`config.mk`:
```
export PLATFORM = sky130hd
export DESIGN_NAME = nor_cmd_decoder
export DESIGN_NICKNAME = d
export VERILOG_FILES = /design/src/rtl/nfd_pkg.sv /design/src/rtl/nfd_strobe_capture.sv /design/src/rtl/nfd_addr_classify.sv /design/src/rtl/nfd_seq_fsm.sv /design/src/rtl/nfd_status_regs.sv /design/src/rtl/nor_cmd_decoder.sv
export SDC_FILE = /design/constraint.sdc
export NUM_CORES = 1
export LEC_CHECK = 0
export CAP_MARGIN = 20
export CELL_PAD_IN_SITES_DETAIL_PLACEMENT = 2
export CELL_PAD_IN_SITES_GLOBAL_PLACEMENT = 2
export CORE_ASPECT_RATIO = 1.2
export CORE_MARGIN = 2
export CORE_UTILIZATION = 25
export CTS_CLUSTER_DIAMETER = 100
export DETAILED_ROUTE_END_ITERATION = 12
export PLACE_DENSITY_LB_ADDON = 0.1
export SYNTH_ARGS = -nofsm -noshare
export SYNTH_HDL_FRONTEND = slang
export SYNTH_SLANG_ARGS = --single-unit
```
`constraint.sdc`:
```
create_clock -name clk -period 1.9 [get_ports clk]
set_input_delay 0.38 -clock clk [delete_from_list [all_inputs] [get_ports clk]]
set_output_delay 0.38 -clock clk [all_outputs]
set_load 0.02 [all_outputs]
```
`src/rtl/nfd_pkg.sv`:
```
package nfd_pkg;

    localparam int ADDR_W  = 22;
    localparam int DATA_W  = 8;
    localparam int WADDR_W = ADDR_W - 1;
    localparam int BANK_W  = 6;
    localparam int SECT_W  = 9;
    localparam int UL_W    = 11;

    localparam logic [DATA_W-1:0] CMD_UL_A   = 8'hAA;
    localparam logic [DATA_W-1:0] CMD_UL_B   = 8'h55;
    localparam logic [DATA_W-1:0] CMD_RESET  = 8'hF0;
    localparam logic [DATA_W-1:0] CMD_SETUP  = 8'h80;
    localparam logic [DATA_W-1:0] CMD_ERASE  = 8'h30;
    localparam logic [DATA_W-1:0] CMD_QUERY  = 8'h90;
    localparam logic [DATA_W-1:0] CMD_ENTER  = 8'h88;
    localparam logic [DATA_W-1:0] CMD_LEAVE  = 8'h00;

    localparam logic [UL_W-1:0] UL_WORD_A = 11'h555;
    localparam logic [UL_W-1:0] UL_WORD_B = 11'h2AA;
    localparam logic [UL_W:0]   UL_BYTE_A = 12'hAAA;
    localparam logic [UL_W:0]   UL_BYTE_B = 12'h555;

    typedef struct packed {
        logic              valid;
        logic              byte_mode;
        logic [ADDR_W-1:0] addr;
        logic [DATA_W-1:0] data;
    } wr_cycle_t;

    typedef enum logic [2:0] {
        ST_IDLE,
        ST_UL1,
        ST_UL2,
        ST_ER_CMD,
        ST_ER_UL1,
        ST_ER_UL2,
        ST_EXIT_CMD
    } seq_state_e;

    typedef struct packed {
        logic do_reset;
        logic do_erase;
        logic do_exit;
        logic do_vfy;
        logic do_enter;
        logic do_abort;
        logic do_latch;
    } seq_event_t;

    function automatic logic [WADDR_W-1:0] word_addr(input logic [ADDR_W-1:0] a,
                                                     input logic bm);
        return bm ? a[ADDR_W-1:1] : a[WADDR_W-1:0];
    endfunction

    function automatic logic unlock_match(input logic [ADDR_W-1:0] a,
                                          input logic bm,
                                          input logic second);
        logic hit;
        if (bm)
            hit = (a[UL_W:0] == (second ? UL_BYTE_B : UL_BYTE_A));
        else
            hit = (a[UL_W-1:0] == (second ? UL_WORD_B : UL_WORD_A));
        return hit;
    endfunction

    function automatic logic [BANK_W-1:0] bank_of(input logic [WADDR_W-1:0] w);
        return w[WADDR_W-1 -: BANK_W];
    endfunction

    function automatic logic [SECT_W-1:0] sector_of(input logic [WADDR_W-1:0] w);
        return w[WADDR_W-1 -: SECT_W];
    endfunction

endpackage

```
`src/rtl/nfd_strobe_capture.sv`:
```
module nfd_strobe_capture
    import nfd_pkg::*;
(
    input  logic              clk,
    input  logic              rst,
    input  logic              wr_n,
    input  logic              byte_mode,
    input  logic [ADDR_W-1:0] addr,
    input  logic [DATA_W-1:0] data,
    output wr_cycle_t         cyc
);
    logic wr_n_q;
    logic fall;

    assign fall = wr_n_q & ~wr_n;

    always_ff @(posedge clk) begin
        if (rst) begin
            wr_n_q <= 1'b1;
            cyc    <= '0;
        end else begin
            wr_n_q    <= wr_n;
            cyc.valid <= fall;
            if (fall) begin
                cyc.byte_mode <= byte_mode;
                cyc.addr      <= addr;
                cyc.data      <= data;
            end
        end
    end
endmodule

```
`src/rtl/nfd_addr_classify.sv`:
```
module nfd_addr_classify
    import nfd_pkg::*;
#(
    parameter bit TOP_BOOT = 1'b1
) (
    input  wr_cycle_t          cyc,
    output logic               is_ul1,
    output logic               is_ul2,
    output logic               hr_hit,
    output logic [BANK_W-1:0]  bank,
    output logic [SECT_W-1:0]  sector
);
    localparam logic [BANK_W-1:0] HR_BANK = {BANK_W{TOP_BOOT}};

    logic [WADDR_W-1:0] wa;

    always_comb begin
        wa     = word_addr(cyc.addr, cyc.byte_mode);
        is_ul1 = unlock_match(cyc.addr, cyc.byte_mode, 1'b0);
        is_ul2 = unlock_match(cyc.addr, cyc.byte_mode, 1'b1);
        bank   = bank_of(wa);
        sector = sector_of(wa);
        hr_hit = (bank == HR_BANK);
    end
endmodule

```
`src/rtl/nfd_seq_fsm.sv`:
```
module nfd_seq_fsm
    import nfd_pkg::*;
(
    input  logic              clk,
    input  logic              rst,
    input  logic              cyc_valid,
    input  logic [DATA_W-1:0] cyc_data,
    input  logic              is_ul1,
    input  logic              is_ul2,
    input  logic              hr_hit,
    input  logic              hidden_mode,
    output seq_event_t        ev
);
    seq_state_e st, st_nxt;

    always_comb begin
        st_nxt = st;
        ev     = '0;
        if (cyc_valid) begin
            unique case (st)
                ST_IDLE: begin
                    if (cyc_data == CMD_RESET)
                        ev.do_reset = 1'b1;
                    else if (cyc_data == CMD_UL_A && is_ul1)
                        st_nxt = ST_UL1;
                    else
                        ev.do_abort = 1'b1;
                end
                ST_UL1: begin
                    if (cyc_data == CMD_UL_B && is_ul2)
                        st_nxt = ST_UL2;
                    else begin
                        st_nxt      = ST_IDLE;
                        ev.do_abort = 1'b1;
                    end
                end
                ST_UL2: begin
                    st_nxt = ST_IDLE;
                    if (cyc_data == CMD_RESET)
                        ev.do_reset = 1'b1;
                    else if (cyc_data == CMD_ENTER && is_ul1)
                        ev.do_enter = 1'b1;
                    else if (cyc_data == CMD_QUERY && is_ul1) begin
                        if (!hidden_mode) begin
                            ev.do_vfy   = 1'b1;
                            ev.do_latch = 1'b1;
                        end else if (hr_hit) begin
                            ev.do_latch = 1'b1;
                            st_nxt      = ST_EXIT_CMD;
                        end else
                            ev.do_abort = 1'b1;
                    end else if (cyc_data == CMD_SETUP && is_ul1 && hidden_mode)
                        st_nxt = ST_ER_CMD;
                    else
                        ev.do_abort = 1'b1;
                end
                ST_ER_CMD: begin
                    if (cyc_data == CMD_UL_A && is_ul1)
                        st_nxt = ST_ER_UL1;
                    else begin
                        st_nxt      = ST_IDLE;
                        ev.do_abort = 1'b1;
                    end
                end
                ST_ER_UL1: begin
                    if (cyc_data == CMD_UL_B && is_ul2)
                        st_nxt = ST_ER_UL2;
                    else begin
                        st_nxt      = ST_IDLE;
                        ev.do_abort = 1'b1;
                    end
                end
                ST_ER_UL2: begin
                    st_nxt = ST_IDLE;
                    if (cyc_data == CMD_ERASE && hr_hit && hidden_mode) begin
                        ev.do_erase = 1'b1;
                        ev.do_latch = 1'b1;
                    end else
                        ev.do_abort = 1'b1;
                end
                ST_EXIT_CMD: begin
                    st_nxt = ST_IDLE;
                    if (cyc_data == CMD_LEAVE && hidden_mode)
                        ev.do_exit = 1'b1;
                    else
                        ev.do_abort = 1'b1;
                end
                default: st_nxt = ST_IDLE;
            endcase
        end
    end

    always_ff @(posedge clk) begin
        if (rst) st <= ST_IDLE;
        else     st <= st_nxt;
    end
endmodule

```
`src/rtl/nfd_status_regs.sv`:
```
module nfd_status_regs
    import nfd_pkg::*;
(
    input  logic              clk,
    input  logic              rst,
    input  seq_event_t        ev,
    input  logic [BANK_W-1:0] bank_in,
    input  logic [SECT_W-1:0] sector_in,
    input  logic              sect_prot,
    output logic              op_reset,
    output logic              op_hr_erase,
    output logic              op_hr_exit,
    output logic              op_prot_vfy,
    output logic [SECT_W-1:0] sector_addr,
    output logic [BANK_W-1:0] bank_addr,
    output logic              hidden_mode,
    output logic              verify_mode,
    output logic [DATA_W-1:0] vfy_data
);
    logic ends_verify;

    assign ends_verify = ev.do_reset | ev.do_abort | ev.do_enter
                       | ev.do_erase | ev.do_exit;

    always_ff @(posedge clk) begin
        if (rst) begin
            op_reset    <= 1'b0;
            op_hr_erase <= 1'b0;
            op_hr_exit  <= 1'b0;
            op_prot_vfy <= 1'b0;
            sector_addr <= '0;
            bank_addr   <= '0;
            hidden_mode <= 1'b0;
            verify_mode <= 1'b0;
        end else begin
            op_reset    <= ev.do_reset;
            op_hr_erase <= ev.do_erase;
            op_hr_exit  <= ev.do_exit;
            op_prot_vfy <= ev.do_vfy;
            if (ev.do_latch) begin
                sector_addr <= sector_in;
                bank_addr   <= bank_in;
            end
            if (ev.do_enter)
                hidden_mode <= 1'b1;
            else if (ev.do_exit)
                hidden_mode <= 1'b0;
            if (ev.do_vfy)
                verify_mode <= 1'b1;
            else if (ends_verify)
                verify_mode <= 1'b0;
        end
    end

    assign vfy_data = verify_mode ? {{(DATA_W-1){1'b0}}, sect_prot} : '0;
endmodule

```
`src/rtl/nor_cmd_decoder.sv`:
```
module nor_cmd_decoder
    import nfd_pkg::*;
#(
    parameter bit TOP_BOOT = 1'b1
) (
    input  logic              clk,
    input  logic              rst,
    input  logic              byte_mode,
    input  logic              wr_n,
    input  logic [ADDR_W-1:0] addr,
    input  logic [DATA_W-1:0] data,
    input  logic              sect_prot,
    output logic              op_reset,
    output logic              op_hr_erase,
    output logic              op_hr_exit,
    output logic              op_prot_vfy,
    output logic [SECT_W-1:0] sector_addr,
    output logic [BANK_W-1:0] bank_addr,
    output logic              hidden_mode,
    output logic              verify_mode,
    output logic [DATA_W-1:0] vfy_data
);
    wr_cycle_t         cyc;
    logic              is_ul1, is_ul2, hr_hit;
    logic [BANK_W-1:0] cyc_bank;
    logic [SECT_W-1:0] cyc_sector;
    seq_event_t        ev;

    nfd_strobe_capture u_cap (
        .clk       (clk),
        .rst       (rst),
        .wr_n      (wr_n),
        .byte_mode (byte_mode),
        .addr      (addr),
        .data      (data),
        .cyc       (cyc)
    );

    nfd_addr_classify #(.TOP_BOOT(TOP_BOOT)) u_cls (
        .cyc    (cyc),
        .is_ul1 (is_ul1),
        .is_ul2 (is_ul2),
        .hr_hit (hr_hit),
        .bank   (cyc_bank),
        .sector (cyc_sector)
    );

    nfd_seq_fsm u_fsm (
        .clk         (clk),
        .rst         (rst),
        .cyc_valid   (cyc.valid),
        .cyc_data    (cyc.data),
        .is_ul1      (is_ul1),
        .is_ul2      (is_ul2),
        .hr_hit      (hr_hit),
        .hidden_mode (hidden_mode),
        .ev          (ev)
    );

    nfd_status_regs u_sts (
        .clk         (clk),
        .rst         (rst),
        .ev          (ev),
        .bank_in     (cyc_bank),
        .sector_in   (cyc_sector),
        .sect_prot   (sect_prot),
        .op_reset    (op_reset),
        .op_hr_erase (op_hr_erase),
        .op_hr_exit  (op_hr_exit),
        .op_prot_vfy (op_prot_vfy),
        .sector_addr (sector_addr),
        .bank_addr   (bank_addr),
        .hidden_mode (hidden_mode),
        .verify_mode (verify_mode),
        .vfy_data    (vfy_data)
    );
endmodule

```
# == Yosys cells after proc, flatten, opt, wreduce, memory -nomap -nowiden ==
# Cells that the tools add are included.
# totals
regBits,57
output_inout_bits,29
wordCells,104
# op_classes
n_eq_ne,20
muxes,48
n_bitwise,6
n_reduce_logical,16
# ops
cell,n
$eq 8x8->1 const B,5
$mux 1,29
$mux 3,9
$mux 21,1
$pmux 3 s5,1
$eq 12x11->1 const B,1
$eq 12x12->1 const B,1
$eq 11x10->1 const B,1
$eq 11x11->1 const B,1
$eq 3x3->1 const B,3
$logic_and 1x1->1,9
$eq 8x6->1 const B,1
$eq 8x7->1 const B,1
$logic_not 8->1,1
$mux 2,4
$mux 7,1
$eq 3x2->1 const B,2
$eq 6x6->1 const B,1
$pmux 1 s6,1
$mux 4,1
$or 1x1->1,4
$reduce_bool 2->1,2
$reduce_or 2->1,2
$eq 3x1->1 const B,1
other kinds (7),7

# == Depth between registers and ports, before layout ==
# Gate-level depths: netlist of run 1.
# logic_depth
depth_word,16
ltp_mapped,8
depth_no_buf,6

# == Cells and area by module ==
# From an unflattened synthesis of run 1, not the netlist that was laid out.
# hier_totals
cells_unflattened,332
area_unflattened_um2,3091.7
# by_module_without_submodules
module,instances,cells_each,area_per_inst_um2,seq_area_each_um2
nfd_strobe_capture,1,145,1476.4,660.6
nfd_status_regs,1,74,789.5,420.4
nfd_seq_fsm,1,82,544.3,60.1
nfd_addr_classify,1,31,281.5,0.0

# == Worst setup path before layout of run 1 ==
# No wires, ideal clock.
# synth_timing
path_kind,register to register
from,"register, netlist name u_cap.cyc[0]"
to,register u_sts.verify_mode
setup_ns,0.116
arrival_time_ns,1.940
slack_ns,-0.155
path_stages_with_launch,7
synth_period_minus_slack_ns,2.055
cell_sequence,dfxtp_1 > or3_1 > or4_4 > or3b_4 > and3_1 > nor4bb_1 > a31o_1
# synth_between
elab_chain_len,14
elab_cells_between_ends,44
cone_classes,eq/ne: 7; mux: 22; bitwise: 4; reduce/logical: 11
# synth_rtl
element,line_no,rtl
$eq 8x8->1,nfd_seq_fsm.sv:52,end else if (cyc_data == CMD_SETUP && is_ul1 && hidden_mode)
$logic_and 1x1->1 (2 in a row),nfd_seq_fsm.sv:52,
$mux 1,nfd_seq_fsm.sv:52,
$mux 1,nfd_seq_fsm.sv:43,else if (cyc_data == CMD_QUERY && is_ul1) begin
$mux 2,nfd_seq_fsm.sv:41,else if (cyc_data == CMD_ENTER && is_ul1)
$mux 4,nfd_seq_fsm.sv:39,if (cyc_data == CMD_RESET)
$pmux 1 s6,nfd_seq_fsm.sv:20,unique case (st)
$mux 7 *,nfd_seq_fsm.sv:19,if (cyc_valid) begin
$or 1x1->1 (2 in a row),nfd_status_regs.sv:22,assign ends_verify = ev.do_reset | ev.do_abort | ev.do_enter
$or 1x1->1 (2 in a row),nfd_status_regs.sv:23,| ev.do_erase | ev.do_exit;
$reduce_bool 2->1 (no source line),-,
end signal: assignment,nfd_status_regs.sv:34,verify_mode <= 1'b0;
end signal: assignment,nfd_status_regs.sv:49,verify_mode <= 1'b1;
end signal: assignment,nfd_status_regs.sv:51,verify_mode <= 1'b0;
end: declaration,nfd_status_regs.sv:17,"output logic verify_mode,"
# Every way passes the cells marked *; elsewhere a longest branch is shown, timed or not.
# A chain may end at the register's enable or synchronous reset.

# == Final worst setup path of run 1 ==
# layout_timing
from,"register, netlist name u_cap.cyc[0]"
to,register u_sts.verify_mode
# layout_between
elab_chain_len,14
elab_cells_between_ends,44
cone_classes,eq/ne: 7; mux: 22; bitwise: 4; reduce/logical: 11
# layout_rtl
element,line_no
$eq 8x8->1,nfd_seq_fsm.sv:52
$logic_and 1x1->1 (2 in a row),nfd_seq_fsm.sv:52
$mux 1,nfd_seq_fsm.sv:52
$mux 1,nfd_seq_fsm.sv:43
$mux 2,nfd_seq_fsm.sv:41
$mux 4,nfd_seq_fsm.sv:39
$pmux 1 s6,nfd_seq_fsm.sv:20
$mux 7 *,nfd_seq_fsm.sv:19
$or 1x1->1 (2 in a row),nfd_status_regs.sv:22
$or 1x1->1 (2 in a row),nfd_status_regs.sv:23
$reduce_bool 2->1 (no source line),-
# Marked as above.

==> results of run 1 <==
[routing by layer]
| layer | routed length [um] | track usage [%] | part of all wire (%) |
|---|---|---|---|
| met5 | 0 | 0 | 0 |
| met1 | 3490 | 18.7 | 44 |
| met4 | 120 | 3.57 | 1.5 |
| met2 | 4040 | 27.7 | 51 |
| met3 | 222 | 2.51 | 2.8 |
[synthesized netlist by cell type, types with 4 or more instances]
master and instances:
sky130_fd_sc_hd__nand2_1 76, sky130_fd_sc_hd__dfxtp_1 51, sky130_fd_sc_hd__a21oi_1 36, sky130_fd_sc_hd__clkbuf_1 17, sky130_fd_sc_hd__nor2_1 17, sky130_fd_sc_hd__buf_4 13
sky130_fd_sc_hd__mux2_2 10, sky130_fd_sc_hd__mux2i_1 9, sky130_fd_sc_hd__o21ai_0 8, sky130_fd_sc_hd__nand4_1 6, sky130_fd_sc_hd__inv_1 5, sky130_fd_sc_hd__nor4bb_1 5
sky130_fd_sc_hd__and2_1 4, sky130_fd_sc_hd__and3_1 4, sky130_fd_sc_hd__nand3_1 4, sky130_fd_sc_hd__nor4b_1 4
[kinds of logic after synthesis]
| family | Yosys count | share of synthesized area [%] |
|---|---|---|
| simple gates | 148 | 30.1 |
| compound gates | 58 | 13.3 |
| flops | 51 | 40.9 |
| buf+inv | 36 | 7.41 |
| mux | 19 | 8.11 |
| other cells | 1 | 0.150 |
[sequential cells by signal (all words and copies together) (netlist names)]
signal,cells
u_cap.cyc,32
u_cap.wr_n_q,1
u_fsm.st,3
u_sts.bank_addr,6
u_sts.hidden_mode,1
u_sts.op_hr_erase,1
u_sts.op_hr_exit,1
u_sts.op_prot_vfy,1
u_sts.op_reset,1
u_sts.sector_addr,3
u_sts.verify_mode,1
[path summary, 6_finish.rpt]
path                            slack (ns)  cells after the start           endpoint
worst max-delay path                 -0.21                      6  u_sts.verify_mode
worst min-delay path                  0.47                      2      u_cap.cyc[20]
worst max register to register       -0.21                      6  u_sts.verify_mode
worst min register to register        0.47                      2      u_cap.cyc[20]
[through the flow]
step	power (mW)	util, %
finish	2.39	38.6
floorplan	1.31	-
CTS	2.44	38.2
global route	2.52	38.6
global placement	1.47	35.8
detailed placement	1.47	35.8
[repair_timing]
item,4_1_cts,5_1_grt
cloned,1,0
hold endpoints to repair,0,0
pin swaps,3,1
buffers inserted,2,0
setup endpoints to repair,16,16
gates resized for setup,18,11
[area by class of cell]
class	count	area, um^2	area share, %
multi-input combinational	232	1410	37.9
tap	123	154	4.14
timing repair buffer	106	958	25.8
clock buffer	7	143	3.84
inverter	5	18.8	0.505
clock inverter	1	8.76	0.236
sequential	51	1020	27.6
[critical path: cells and delay by family, from the launching register on]
family / cells / cell delay, ns
AOI/OAI and AO/OA: 1 / 0.18
DFF: 1 / 0.33
and+or+nand+nor: 5 / 1.49
[power groups by stage]
stage / clock [mW] / sequential, mW / combinational, mW
floorplan: 0 / 1.16 / 0.152
global placement: 0 / 1.16 / 0.303
detailed placement: 0 / 1.16 / 0.309
CTS: 0.977 / 1.14 / 0.315
global route: 1.02 / 1.15 / 0.345
finish: 0.935 / 1.14 / 0.310
==> results.txt, run 1 <==
----------------------------------------------------
[Global route]
  First-pass GRT wire length ... roughly 13000 um
  Largest net degree at the start of global routing ... 46
  Total global-route track usage ... 15.3%
  Via count of the first global-routing pass ... around 2.7k
  Overflow after GRT ... 0
  Antenna violations before repair ... 0

[Detailed routing]
  Iteration-0 DRC count of the detailed router ... 45
  Drt drc ... 0
  Overall routed net length ... between 7000 and 8000 um
  First drt pass iteration count ... 4
  Vias after detailed routing ... 2500
  Detailed-route wire length per cell ... 15.0 um
  Antenna Violating Nets Remaining ... 0
  Vias per std cell ... roughly 4.8

[Clocking]
  Buffers from clock root to sink, at most ... 2
  Clock insertion delay at the later pin of the skew report ... slightly below 0.3 ns
  Clk pin slew, worst setup/hold paths ... 0.07 ns
  Number of buffers added by the clock tree synthesis step ... 5
  # H-tree levels ... 2
  CTS root buf ... sky130_fd_sc_hd__clkbuf_16
  CTS tree ... done
  Hold buffers post-CTS ... 0
  CTS sink cnt ... 51

[Setup path]
  Master of the slowest instance on the critical path ... sky130_fd_sc_hd__or4_4
  Largest stage delay on the critical path ... 0.43 ns
  Critical Path Source Type ... flop
  Worst Path Arrival ... around 2.3 ns
  Critical path, cell by cell ... or3_4, or4_4, or3b_4, and3_4, nor4bb_1, a31o_1
  Largest fanout on the critical path ... 3
  Worst path required time ... ~2.1 ns
  Setup crit end kind ... flop
  Launching point of the worst reg2reg path ... u_cap.cyc[0]
  Launching element of the worst setup path ... u_cap.cyc[0]
  Kind of critical path ... reg -> reg

[STA]
  Share of the clock period used by the worst path after layout ... 111%
  Slew Limit Fails ... 0
  Worst slew margin relative to its limit ... between 60% and 70%
  Minimum clock period ... between 2 and 2.5 ns
  Min setup slack post-route ... -0.206 ns
  Max Clock Freq ... about 470 MHz
  Hold_ws ... 0.469 ns
  Worst slew pin tran ... about 0.54 ns
  Final setup skew ... a little over 0.005 ns
  Final number of setup-violating endpoints ... 13
  Setup TNS ... -1.13 ns
  Setup repair after global routing missed its margin ... yes
  Final Hold Violating Endpoints ... 0

[Yosys]
  Most common flop cell mapped by yosys ... sky130_fd_sc_hd__dfxtp_1
  Number of synthesized register bits ... 51
  Number of enable-type register cells in the synthesized netlist ... 0
  Cell type with the largest total area after synthesis ... sky130_fd_sc_hd__dfxtp_1
  Synth top area cells ... sky130_fd_sc_hd__dfxtp_1 (41%), sky130_fd_sc_hd__nand2_1 (11%), sky130_fd_sc_hd__a21oi_1 (7.2%)
  Area share of the largest cell type after synthesis ... between 40 and 50%
  Cell variety after synth ... 45
  Synth Area per Inst ... around 8 um^2
  Post-synthesis instance area ... ~2500 um^2
  Yosys warns ... 0
  Share of async-settable or async-resettable flops after synthesis ... 0%
  Portion of the post-synthesis area used by sequential elements ... 40.9%
  Synthesized instance count ... roughly 310

[Power]
  P per Cell Area ... ~640 nW/um^2
  Comb pwr share ... a little over an eighth
  Portion of total power attributed to the clock network ... 39.1%
  Leakage component of the power ... approximately 1.5 nW
  Total internal power ... between 1.5 and 2 mW
  Share of power burned in registers ... about 48%
  Net switching fraction of the power ... between 20 and 25%
  Peak ir drop on the vdd network ... approximately 0.00042 V
  Reported net switching power ... 583 uW

[Final layout]
  Non-Filler Cell Area, Final ... around 3700 um^2
  Number of inserted filler cells in the final layout ... around 1.1k
  Net count of the finished layout ... approximately 440
  Share of final-layout standard cells stronger than drive strength 1 ... 22.6%
  Area added between synthesis and finish ... 48.6%
  Inserted Diodes ... 0
  Most frequent cells in the layout ... sky130_fd_sc_hd__nand2_1 (74), sky130_fd_sc_hd__clkdlybuf4s50_1 (55), sky130_fd_sc_hd__dfxtp_1 (48), sky130_fd_sc_hd__buf_4 (46), sky130_fd_sc_hd__a21oi_1 (35)
  Filler-free cell count of the finished design ... 525
  Commonest non-fill, non-tap cell in the layout ... sky130_fd_sc_hd__nand2_1

[Hold path]
  Hold/Removal Path Class ... reg -> reg
  Worst hold start ... u_cap.cyc[20]

[Place]
  Routability cong. ... 0.809
  Placed Area ... between 3000 and 4000 um^2
  Number of port buffers ... 56
  HPWL after detailed placement ... 5970 um
  Worst slack, placed ... -0.222 ns
  DP Cell Count ... between 500 and 600

[Run]
  Number of max-capacitance violations reported ... 0

[Floorplanning]
  Die Ht ... between 100 and 150 um
  I/O pin count ... 64
  Overall die width ... around 95 um
  Core region area ... about 9600 um^2
  Die ar. ... 10800 um^2
  Std-Cell Rows ... 39
  Starting Density ... roughly a quarter

[Run status]
  Violations in the final reports ... negative setup slack
  Status ... finished, violations left

----------------------------------------------------
(Power assumes the default switching activity.)
==> run 2, diff against run 1 <==
--- a/config.mk
+++ b/config.mk
@@ -5,12 +5,13 @@
 export SDC_FILE = /design/constraint.sdc
 export NUM_CORES = 1
 export LEC_CHECK = 0
+export ABC_AREA = 1
 export CAP_MARGIN = 20
 export CELL_PAD_IN_SITES_DETAIL_PLACEMENT = 2
 export CELL_PAD_IN_SITES_GLOBAL_PLACEMENT = 2
 export CORE_ASPECT_RATIO = 1.2
 export CORE_MARGIN = 2
-export CORE_UTILIZATION = 25
+export CORE_UTILIZATION = 23
 export CTS_CLUSTER_DIAMETER = 100
 export DETAILED_ROUTE_END_ITERATION = 12
 export PLACE_DENSITY_LB_ADDON = 0.1
==> run 2 against run 1 <==
The flow now finishes without violations. Clock skew is essentially flat. Register-to-register slack improved by 0.43 ns. Sequential cell count stayed put. Global-route usage shrank 2.0 points. Area after synthesis is 3.0% higher. Cell area down 6.4%. Routed wire length fell by 1.9%. Sequential power hardly changed.
==> results.txt, run 2 <==
----------------------------------------------------
[Clocking]
  CTS sink cnt ... 51
  Clock insertion delay at the later pin of the skew report ... 0.30 ns
  # H-tree levels ... 2
  Buffers from clock root to sink, at most ... 2
  Number of buffers added by the clock tree synthesis step ... 5
  Clk pin slew, worst setup/hold paths ... 0.07 ns
  CTS root buf ... sky130_fd_sc_hd__clkbuf_16
  CTS tree ... done
  Hold buffers post-CTS ... 0

[Place]
  HPWL after detailed placement ... roughly 6200 um
  Number of port buffers ... 56
  Routability cong. ... around 0.77

[Setup path]
  Number of buffers and inverters on the critical path ... 1
  Launching element of the worst setup path ... u_sts.hidden_mode
  Worst path required time ... approximately 1.5 ns
  Depth of the worst register-to-register path ... 10
  Critical Path Source Type ... flop
  Cell family with the largest share of critical-path delay ... buffers and inverters
  Largest fanout on the critical path ... 7
  Launching point of the worst reg2reg path ... u_cap.cyc[30]
  Critical path, cell by cell ... clkdlybuf4s50_1
  Critical path depth ... 1
  Worst Path Arrival ... 1.41 ns
  Master of the slowest instance on the critical path ... sky130_fd_sc_hd__clkdlybuf4s50_1
  Kind of critical path ... reg -> out
  Largest stage delay on the critical path ... 0.66 ns
  Setup crit end kind ... output pin

[Yosys]
  Synth Area per Inst ... between 6 and 7 um^2
  Cell variety after synth ... 26
  Synth top area cells ... sky130_fd_sc_hd__dfxtp_1 (40%), sky130_fd_sc_hd__nand2_1 (12%), sky130_fd_sc_hd__nor2_1 (8.8%)
  Portion of netlist area occupied by mux cells ... 0%
  Area share of xor/xnor cells in the synthesized design ... 0%
  Cell type with the largest total area after synthesis ... sky130_fd_sc_hd__dfxtp_1
  Leading post-synthesis cells by instance count ... sky130_fd_sc_hd__nand2_1 (83), sky130_fd_sc_hd__nor2_1 (60), sky130_fd_sc_hd__dfxtp_1 (51), sky130_fd_sc_hd__inv_1 (39), sky130_fd_sc_hd__o21ai_0 (36)
  Synthesized instance count ... around 390
  Most common flop cell mapped by yosys ... sky130_fd_sc_hd__dfxtp_1
  Synthesized-area fraction occupied by and/or/nand/nor cells ... 33.3%
  Share of async-settable or async-resettable flops after synthesis ... 0%
  Share of the synthesized area in compound gates (AO/OA/AOI/OAI) ... 14.1%
  Most common cell in the synthesized netlist ... sky130_fd_sc_hd__nand2_1
  Area share of the largest cell type after synthesis ... about 40%
  Number of synthesized register bits ... 51
  Portion of the post-synthesis area used by sequential elements ... between 30% and 40%
  Largest family of logic cells by synthesized area ... simple AND/OR/NAND/NOR gates
  Adder-cell area share of the yosys netlist ... 0%
  Number of enable-type register cells in the synthesized netlist ... 0
  Post-synthesis instance area ... between 2000 and 3000 um^2
  Yosys warns ... 0

[Final layout]
  Number of inserted filler cells in the final layout ... between 1k and 1.5k
  Commonest non-fill, non-tap cell in the layout ... sky130_fd_sc_hd__nand2_1
  Share of final-layout standard cells stronger than drive strength 1 ... a little under a tenth
  Most frequent cells in the layout ... sky130_fd_sc_hd__nand2_1 (82), sky130_fd_sc_hd__nor2_1 (56), sky130_fd_sc_hd__clkdlybuf4s50_1 (55), sky130_fd_sc_hd__dfxtp_1 (51), sky130_fd_sc_hd__inv_1 (39)
  Flip-flop count of the largest register, all copies and words added ... 32
  Post-layout util ... a little under a third
  Most flops, register ... u_cap.cyc
  Net count of the finished layout ... around 480
  Area added between synthesis and finish ... 35.2%
  Biggest registers after layout ... u_cap.cyc (32), u_sts.bank_addr (6)
  Inserted Diodes ... 0

[Power]
  Leakage component of the power ... between 1 and 1.5 nW
  Peak ir drop on the vdd network ... roughly 0.00034 V
  P per Cell Area ... 704 nW/um^2

[STA]
  Slew Limit Fails ... 0
  Max Clock Freq ... between 500 and 600 MHz
  Minimum clock period ... ~1.8 ns
  Final number of setup-violating endpoints ... 0
  Share of the clock period used by the worst path after layout ... roughly 94%
  Setup repair after global routing missed its margin ... yes
  Final Hold Violating Endpoints ... 0
  Final setup skew ... between 0.005 and 0.006 ns
  Setup TNS ... 0 ns

[Hold path]
  Number of stages on the worst hold path ... 2
  Hold/Removal Path Class ... reg -> reg
  Worst hold start ... u_sts.sector_addr[0]

[Detailed routing]
  Vias per std cell ... about 4.5
  Detailed-route wire length per cell ... 13.3 um
  Iteration-0 DRC count of the detailed router ... 63
  Drt drc ... 0
  Vias after detailed routing ... 2616
  Antenna Violating Nets Remaining ... 0
  Overall routed net length ... roughly 7700 um
  First drt pass iteration count ... 4

[Floorplanning]
  Starting Density ... 23.4%
  Core region area ... 11000 um^2
  I/O pin count ... 64
  Overall die width ... between 100 and 150 um
  Std-Cell Rows ... 42
  Die ar. ... between 10000 and 15000 um^2
  Die Ht ... ~120 um

[Run status]
  Status ... complete, no violations

[Global route]
  First-pass GRT wire length ... between 10000 and 15000 um
  Antenna violations before repair ... 0
  Via count of the first global-routing pass ... 2640
  Largest net degree at the start of global routing ... 33
  Overflow after GRT ... 0
  Total global-route track usage ... 13.4%

[Run]
  Number of max-capacitance violations reported ... 0

----------------------------------------------------
==> run 2: report_power, final <==
group | leakage [nW] | internal (mW) | switching (mW) | total [mW]
clock | 0.0772 | 0.528 | 0.424 | 0.952
sequential | 0.419 | 1.12 | 0.0331 | 1.15
combinational | 0.911 | 0.153 | 0.188 | 0.341
total | 1.41 | 1.80 | 0.645 | 2.45
==> run 2: metal layers <==
| metal | share of wire [%] | global-route usage [%] | up-vias |
|---|---|---|---|
| met5 | 0 | 0 | - |
| met4 | 1.5 | 4.37 | 0 |
| met3 | 2.6 | 2.15 | 7 |
| met2 | 48 | 22.8 | 41 |
| met1 | 47 | 17.1 | 1224 |
| li1 | - | - | 1344 |
==> run 2: path summary, 6_finish.rpt <==
path / endpoint / slack, ns
worst max-delay path: hidden_mode / 0.11
worst min-delay path: u_sts.sector_addr[0] / 0.47
worst min register to register: u_sts.sector_addr[0] / 0.47
worst max register to register: u_sts.bank_addr[2] / 0.22
==> run 2: per-stage QoR <==
step	worst slack [ns]	instance area (um^2)	instances	total power, mW	hold WS (ns)
final	0.109	3480	581	2.45	0.466
after detailed placement	-0.00492	3290	572	1.53	0.462
after global placement	0.000501	3290	572	1.52	0.453
after global routing	-0.0171	3480	581	2.59	0.489
after CTS	0.0552	3440	580	2.51	0.471
after floorplan	0.323	2590	398	1.37	0.429
==> run 2: worst register-to-register path, cell delays in order, from the launching register on <==
cell                       delay, ns
sky130_fd_sc_hd__dfxtp_1        0.33
sky130_fd_sc_hd__buf_4          0.17
sky130_fd_sc_hd__nand2_1        0.07
sky130_fd_sc_hd__nand2_1        0.08
sky130_fd_sc_hd__nor2_1         0.14
sky130_fd_sc_hd__nand3_2        0.13
sky130_fd_sc_hd__nor3_2         0.12
sky130_fd_sc_hd__nand3_1        0.13
sky130_fd_sc_hd__nand2_4        0.15
sky130_fd_sc_hd__nand3b_1       0.13
sky130_fd_sc_hd__a21oi_1        0.17
==> run 2: cell families after synthesis <==
kind of cell / Yosys count
buffers and inverters: 72
DFF: 51
AOI/OAI and AO/OA: 72
other: 1
and+or+nand+nor: 196
==> run 2: final cells by class <==
| type | instances | area [um^2] | share of cell area [%] |
|---|---|---|---|
| multi-input cells | 275 | 1270 | 36.6 |
| flip-flops and latches | 51 | 1020 | 29.4 |
| repair buffers | 72 | 704 | 20.3 |
| well taps | 132 | 165 | 4.75 |
| inverters | 43 | 161 | 4.64 |
| clock buffers | 6 | 139 | 3.99 |
| clock inverters | 2 | 13.8 | 0.396 |
==> run 2: what timing repair did <==
action / CTS / global route
pin swaps: 0 / 2
setup endpoints to repair: 1 / 13
resized for setup: 1 / 8
setup buffers: 0 / 1
